### config.mk
export PLATFORM = sky130hd
export DESIGN_NAME = mbox_irq_regfile
export DESIGN_NICKNAME = d
export VERILOG_FILES = /design/src/rtl/mbox_irq_regfile.sv
export SDC_FILE = /design/constraint.sdc
export NUM_CORES = 2
export LEC_CHECK = 0
export ABC_CLOCK_PERIOD_IN_PS = 2100
export CORE_ASPECT_RATIO = 0.7
export CORE_MARGIN = 2
export CORE_UTILIZATION = 55
export CTS_BUF_LIST = sky130_fd_sc_hd__clkbuf_8
export DETAILED_ROUTE_END_ITERATION = 6
export GPL_TIMING_DRIVEN = 0
export PLACE_DENSITY = 0.8
export SETUP_SLACK_MARGIN = 0.1
export SYNTH_ARGS = -nofsm -noshare
export SYNTH_HDL_FRONTEND = slang
export SYNTH_SLANG_ARGS = --single-unit
### constraint.sdc
create_clock -name clk -period 2.1 [get_ports clk]
set_clock_uncertainty 0.05 [all_clocks]
set_input_delay 0.525 -clock clk [delete_from_list [all_inputs] [get_ports clk]]
set_output_delay 0.525 -clock clk [all_outputs]
set_load 0.02 [all_outputs]
### src/rtl/mbox_irq_regfile.sv
module mbox_irq_regfile #(
  parameter int NUM_MSG = 16,
  parameter int DATA_W  = 32,
  parameter int ADDR_W  = 5
) (
  input  logic              clk,
  input  logic              rst_n,
  input  logic [ADDR_W-1:0] lp_addr,
  input  logic              lp_we,
  input  logic [DATA_W-1:0] lp_wdata,
  output logic [DATA_W-1:0] lp_rdata,
  input  logic [ADDR_W-1:0] hp_addr,
  input  logic              hp_we,
  input  logic [DATA_W-1:0] hp_wdata,
  output logic [DATA_W-1:0] hp_rdata,
  output logic              lp_irq,
  output logic              hp_irq
);
  localparam logic [ADDR_W-1:0] RAW_OFS = ADDR_W'(NUM_MSG);
  localparam logic [ADDR_W-1:0] CLR_OFS = ADDR_W'(NUM_MSG + 1);
  localparam logic [ADDR_W-1:0] ENA_OFS = ADDR_W'(NUM_MSG + 2);
  localparam logic [ADDR_W-1:0] STS_OFS = ADDR_W'(NUM_MSG + 3);

  logic [DATA_W-1:0]  msg_q [NUM_MSG];
  logic [NUM_MSG-1:0] lp_raw_q, hp_raw_q, lp_ena_q, hp_ena_q;
  logic [NUM_MSG-1:0] set_vec, lp_clr, hp_clr;

  genvar gi;
  generate
    for (gi = 0; gi < NUM_MSG; gi++) begin : g_slot
      wire lp_hit = lp_we && (lp_addr == ADDR_W'(gi));
      wire hp_hit = hp_we && (hp_addr == ADDR_W'(gi));
      assign set_vec[gi] = lp_hit | hp_hit;
      always_ff @(posedge clk or negedge rst_n)
        if (!rst_n)      msg_q[gi] <= '0;
        else if (hp_hit) msg_q[gi] <= hp_wdata;
        else if (lp_hit) msg_q[gi] <= lp_wdata;
    end
  endgenerate

  assign lp_clr = (lp_we && lp_addr == CLR_OFS) ? lp_wdata[NUM_MSG-1:0] : '0;
  assign hp_clr = (hp_we && hp_addr == CLR_OFS) ? hp_wdata[NUM_MSG-1:0] : '0;

  always_ff @(posedge clk or negedge rst_n)
    if (!rst_n) begin
      lp_raw_q <= '0;
      hp_raw_q <= '0;
      lp_ena_q <= '0;
      hp_ena_q <= '0;
    end else begin
      lp_raw_q <= (lp_raw_q & ~lp_clr) | set_vec;
      hp_raw_q <= (hp_raw_q & ~hp_clr) | set_vec;
      if (lp_we && lp_addr == ENA_OFS) lp_ena_q <= lp_wdata[NUM_MSG-1:0];
      if (hp_we && hp_addr == ENA_OFS) hp_ena_q <= hp_wdata[NUM_MSG-1:0];
    end

  function automatic logic [DATA_W-1:0] read_word(input logic [ADDR_W-1:0] a,
                                                 input logic [NUM_MSG-1:0] raw,
                                                 input logic [NUM_MSG-1:0] ena);
    logic [DATA_W-1:0] r;
    r = '0;
    if (a < RAW_OFS)       r = msg_q[a[$clog2(NUM_MSG)-1:0]];
    else if (a == RAW_OFS) r = DATA_W'(raw);
    else if (a == ENA_OFS) r = DATA_W'(ena);
    else if (a == STS_OFS) r = DATA_W'(raw & ena);
    return r;
  endfunction

  always_ff @(posedge clk or negedge rst_n)
    if (!rst_n) begin
      lp_rdata <= '0;
      hp_rdata <= '0;
    end else begin
      lp_rdata <= read_word(lp_addr, lp_raw_q, lp_ena_q);
      hp_rdata <= read_word(hp_addr, hp_raw_q, hp_ena_q);
    end

  assign lp_irq = |(lp_raw_q & lp_ena_q);
  assign hp_irq = |(hp_raw_q & hp_ena_q);
endmodule

==> impl_metrics.json <==
{
  "ys.flop_type": "dfrtp_1",
  "period_needed_ns": 2.83,
  "cts.sinks": 640,
  "h-tree-depth": 3,
  "rows": 79,
  "synth_seq_cells": 640,
  "maxCapViolations": 0,
  "violations": "DRC, hold timing, setup timing",
  "dp.cells": 4418,
  "p_leak_nw": 19.4,
  "via_per_inst": 7.27,
  "gr-total-overflow": 0,
  "final_cell_mix": "657 x mux2i_1, 639 x dfrtp_1, 362 x nand2_1",
  "drive_gt1_frac": 0.214,
  "final_nets": 3724,
  "vdd_drop_max_mv": 0.471,
  "tightest_slew_ns": 1.05,
  "synth_edf_count": 0,
  "end_kind": "output pin",
  "yosysSeqAreaShare": 0.430,
  "cts_tree": "yes",
  "layout.cells.most_common": "mux2i_1",
  "numCtsBuffers": 101,
  "cp.required_ns": 1.52,
  "yosysUniqueCellTypes": 55,
  "cts_buffer_depth": 3,
  "powerDensity_mw_per_mm2": 949,
  "vias": 33600,
  "synth_mux_area_frac": 0.323,
  "slew_headroom": 0.303,
  "dieArea_sq_mm": 0.0698,
  "drtAntennaViolNets": 0,
  "place.gp.congestion": 1.09,
  "drt_iter0_drc": 7123,
  "first_pass_iters": 7,
  "areaGrowthSynthToFinish_pct": 14.0,
  "critical_path_class": "reg2out",
  "grt_antenna_before_repair": 11,
  "hold_viol": 85,
  "cts_root_buf": "clkbuf_8",
  "pin_count": 144,
  "detailed_place_hpwl_um": 113000,
  "post-route-period-util": 1.35,
  "timing.hold.ws_ns": -0.361,
  "start_util": 0.558,
  "grt_pass1_vias": 31300,
  "track_usage": 0.446,
  "die_x_um": 315,
  "io_buffers": 104,
  "async_reset_ff_frac": 1.00,
  "hp-class": "in2async",
  "yosys.area_share.simple": 0.0843,
  "drv_slew": 0,
  "synth_area_per_cell_sq_um": 10.9,
  "finalSetupViolCount": 17,
  "syn-num-nets": 3496,
  "die_h_um": 222,
  "synth_compound_gate_area_share": 0.114,
  "coreArea_sq_mm": 0.0667,
  "grt_pass1_wl_um": 223000,
  "fin_ws_ns": -0.731,
  "final_core_util": 0.636,
  "clock_latency_ns": 0.79,
  "grt_max_degree": 121,
  "cp_max_fo": 2,
  "yosysWarnings": 0,
  "yosys.area_share.adder": 0,
  "cts.reportedPaths.clkPinSlew_ns": 0.07,
  "critPathArrivalTime_ns": 2.26,
  "start_kind": "flip-flop",
  "design_area_sq_mm": 0.0424,
  "synth_top_family_by_area": "multiplexers",
  "synthesis.area_sq_mm": 0.0372,
  "fmax_ghz": 0.353,
  "n_fill_cell": 5281,
  "rsz0062_at_grt": "yes",
  "syn_inst": 3418,
  "fin_cells": 4617,
  "place_area_sq_mm": 0.0396,
  "drcViolationCount": 2,
  "synth_xor_area_frac": 0,
  "status": "finished, violations left",
  "wl_per_cell_um": 34.2,
  "routed_wl_um": 158000
}
-- sequential cells by signal (all words and copies together) (netlist names) --
signal,cells
lp_ena_q,16
hp_ena_q,16
msg_q,512
hp_raw_q,16
lp_rdata,32
lp_raw_q,16
hp_rdata,32
-- cell families (layout without fill, tap and decap cells) --
family                 count (synthesis)  after routing
muxes                                918            918
AOI/OAI and AO/OA                    751            751
and+or+nand+nor                      730            730
DFF                                  640            640
buffers and inverters                379            677
other                                  0             10
-- synth_stat cells (3+ instances only) --
cell	instances	area, sq um
mux2i_1	662	6630
dfrtp_1	640	16000
nand2_1	364	1370
o21ai_0	293	1470
nor2_1	244	916
a21oi_1	224	1120
mux4_2	223	5020
clkbuf_1	191	717
buf_2	147	736
a22oi_1	65	488
o21ai_1	49	245
nand3_1	34	170
mux2_2	33	372
buf_4	29	218
nand2b_1	28	175
a221oi_1	26	228
o22ai_1	26	163
a211o_1	22	193
nand3b_1	18	135
a31oi_1	16	100
a211oi_1	10	75.1
a21o_1	8	60.1
nor2b_1	8	50.1
buf_6	6	67.6
a22o_1	4	35.0
and3_1	4	25.0
buf_1	3	11.3
buf_12	3	60.1
nand4bb_1	3	33.8
nor2_4	3	33.8
o2bb2ai_1	3	26.3
-- final cells by class --
cell class	count	area (sq um)	area share
well taps	891	1110	0.0263
flip-flops and latches	640	16000	0.377
multi-input cells	2399	19800	0.467
diodes	10	25.0	0.000590
clock buffers	121	1670	0.0392
plain buffers	379	2240	0.0528
clock inverters	52	253	0.00596
repair buffers	125	1300	0.0307
-- worst paths after layout --
check / to / start / depth (start not counted) / slack, ns
worst max-delay path: hp_irq / hp_raw_q[4]$_DFF_PN0_ / 5 / -0.73
worst min-delay path: msg_q[393]$_DFFE_PN0P_ / rst_n / 1 / -0.36
worst max register to register: lp_rdata[13]$_DFF_PN0_ / msg_q[13]$_DFFE_PN0P_ / 4 / -0.08
worst min register to register: msg_q[249]$_DFFE_PN0P_ / msg_q[249]$_DFFE_PN0P_ / 2 / 0.46
max in group asynchronous: msg_q[247]$_DFFE_PN0P_ / rst_n / 4 / 0.46
min in group clk: lp_raw_q[4]$_DFF_PN0_ / lp_wdata[4] / 3 / 0.14
-- critical path, cell delays in order, from the launching register on --
cell and delay [ns]:
dfrtp_2 0.46, a22o_1 0.24, a221oi_2 0.17, and3_1 0.20, nand4_1 0.20, buf_6 0.20
-- per-stage QoR --
| step | setup WS, ns | total power, W | setup TNS (ns) |
|---|---|---|---|
| 3_5_place_dp | -2.16 | 0.0284 | -764.77 |
| 2_1_floorplan | 0.0385 | 0.0241 | 0 |
| 6_report | -0.731 | 0.0403 | -1.88 |
| 3_3_place_gp | -28.87 | 0.0279 | - |
| 5_1_grt | -0.738 | 0.0413 | -1.45 |
| 4_1_cts | -0.689 | 0.0390 | -1.33 |
-- routing by layer --
layer	vias up	GRT usage	wire [um]
met5	-	0.0213	500
met4	22	0.140	6090
met3	541	0.321	34100
met2	3419	0.548	59200
met1	16600	0.604	57800
li1	12900	-	-
-- timing repair --
| item | 4_1_cts | 5_1_grt |
|---|---|---|
| setup buffers | 10 | 5 |
| setup endpoints to repair | 683 | 388 |
| gates cloned | 0 | 1 |
| endpoints found under the hold margin | 85 | 85 |
| pin swaps | 15 | 19 |
| resized for setup | 355 | 117 |
-- report_power, final --
group	internal [W]	switching (W)	total, W
combinational	0.00514	0.00586	0.0110
clock	0.00529	0.00547	0.0108
sequential	0.0154	0.00309	0.0185
total	0.0259	0.0144	0.0403
Power figures use the tool's default switching activity.
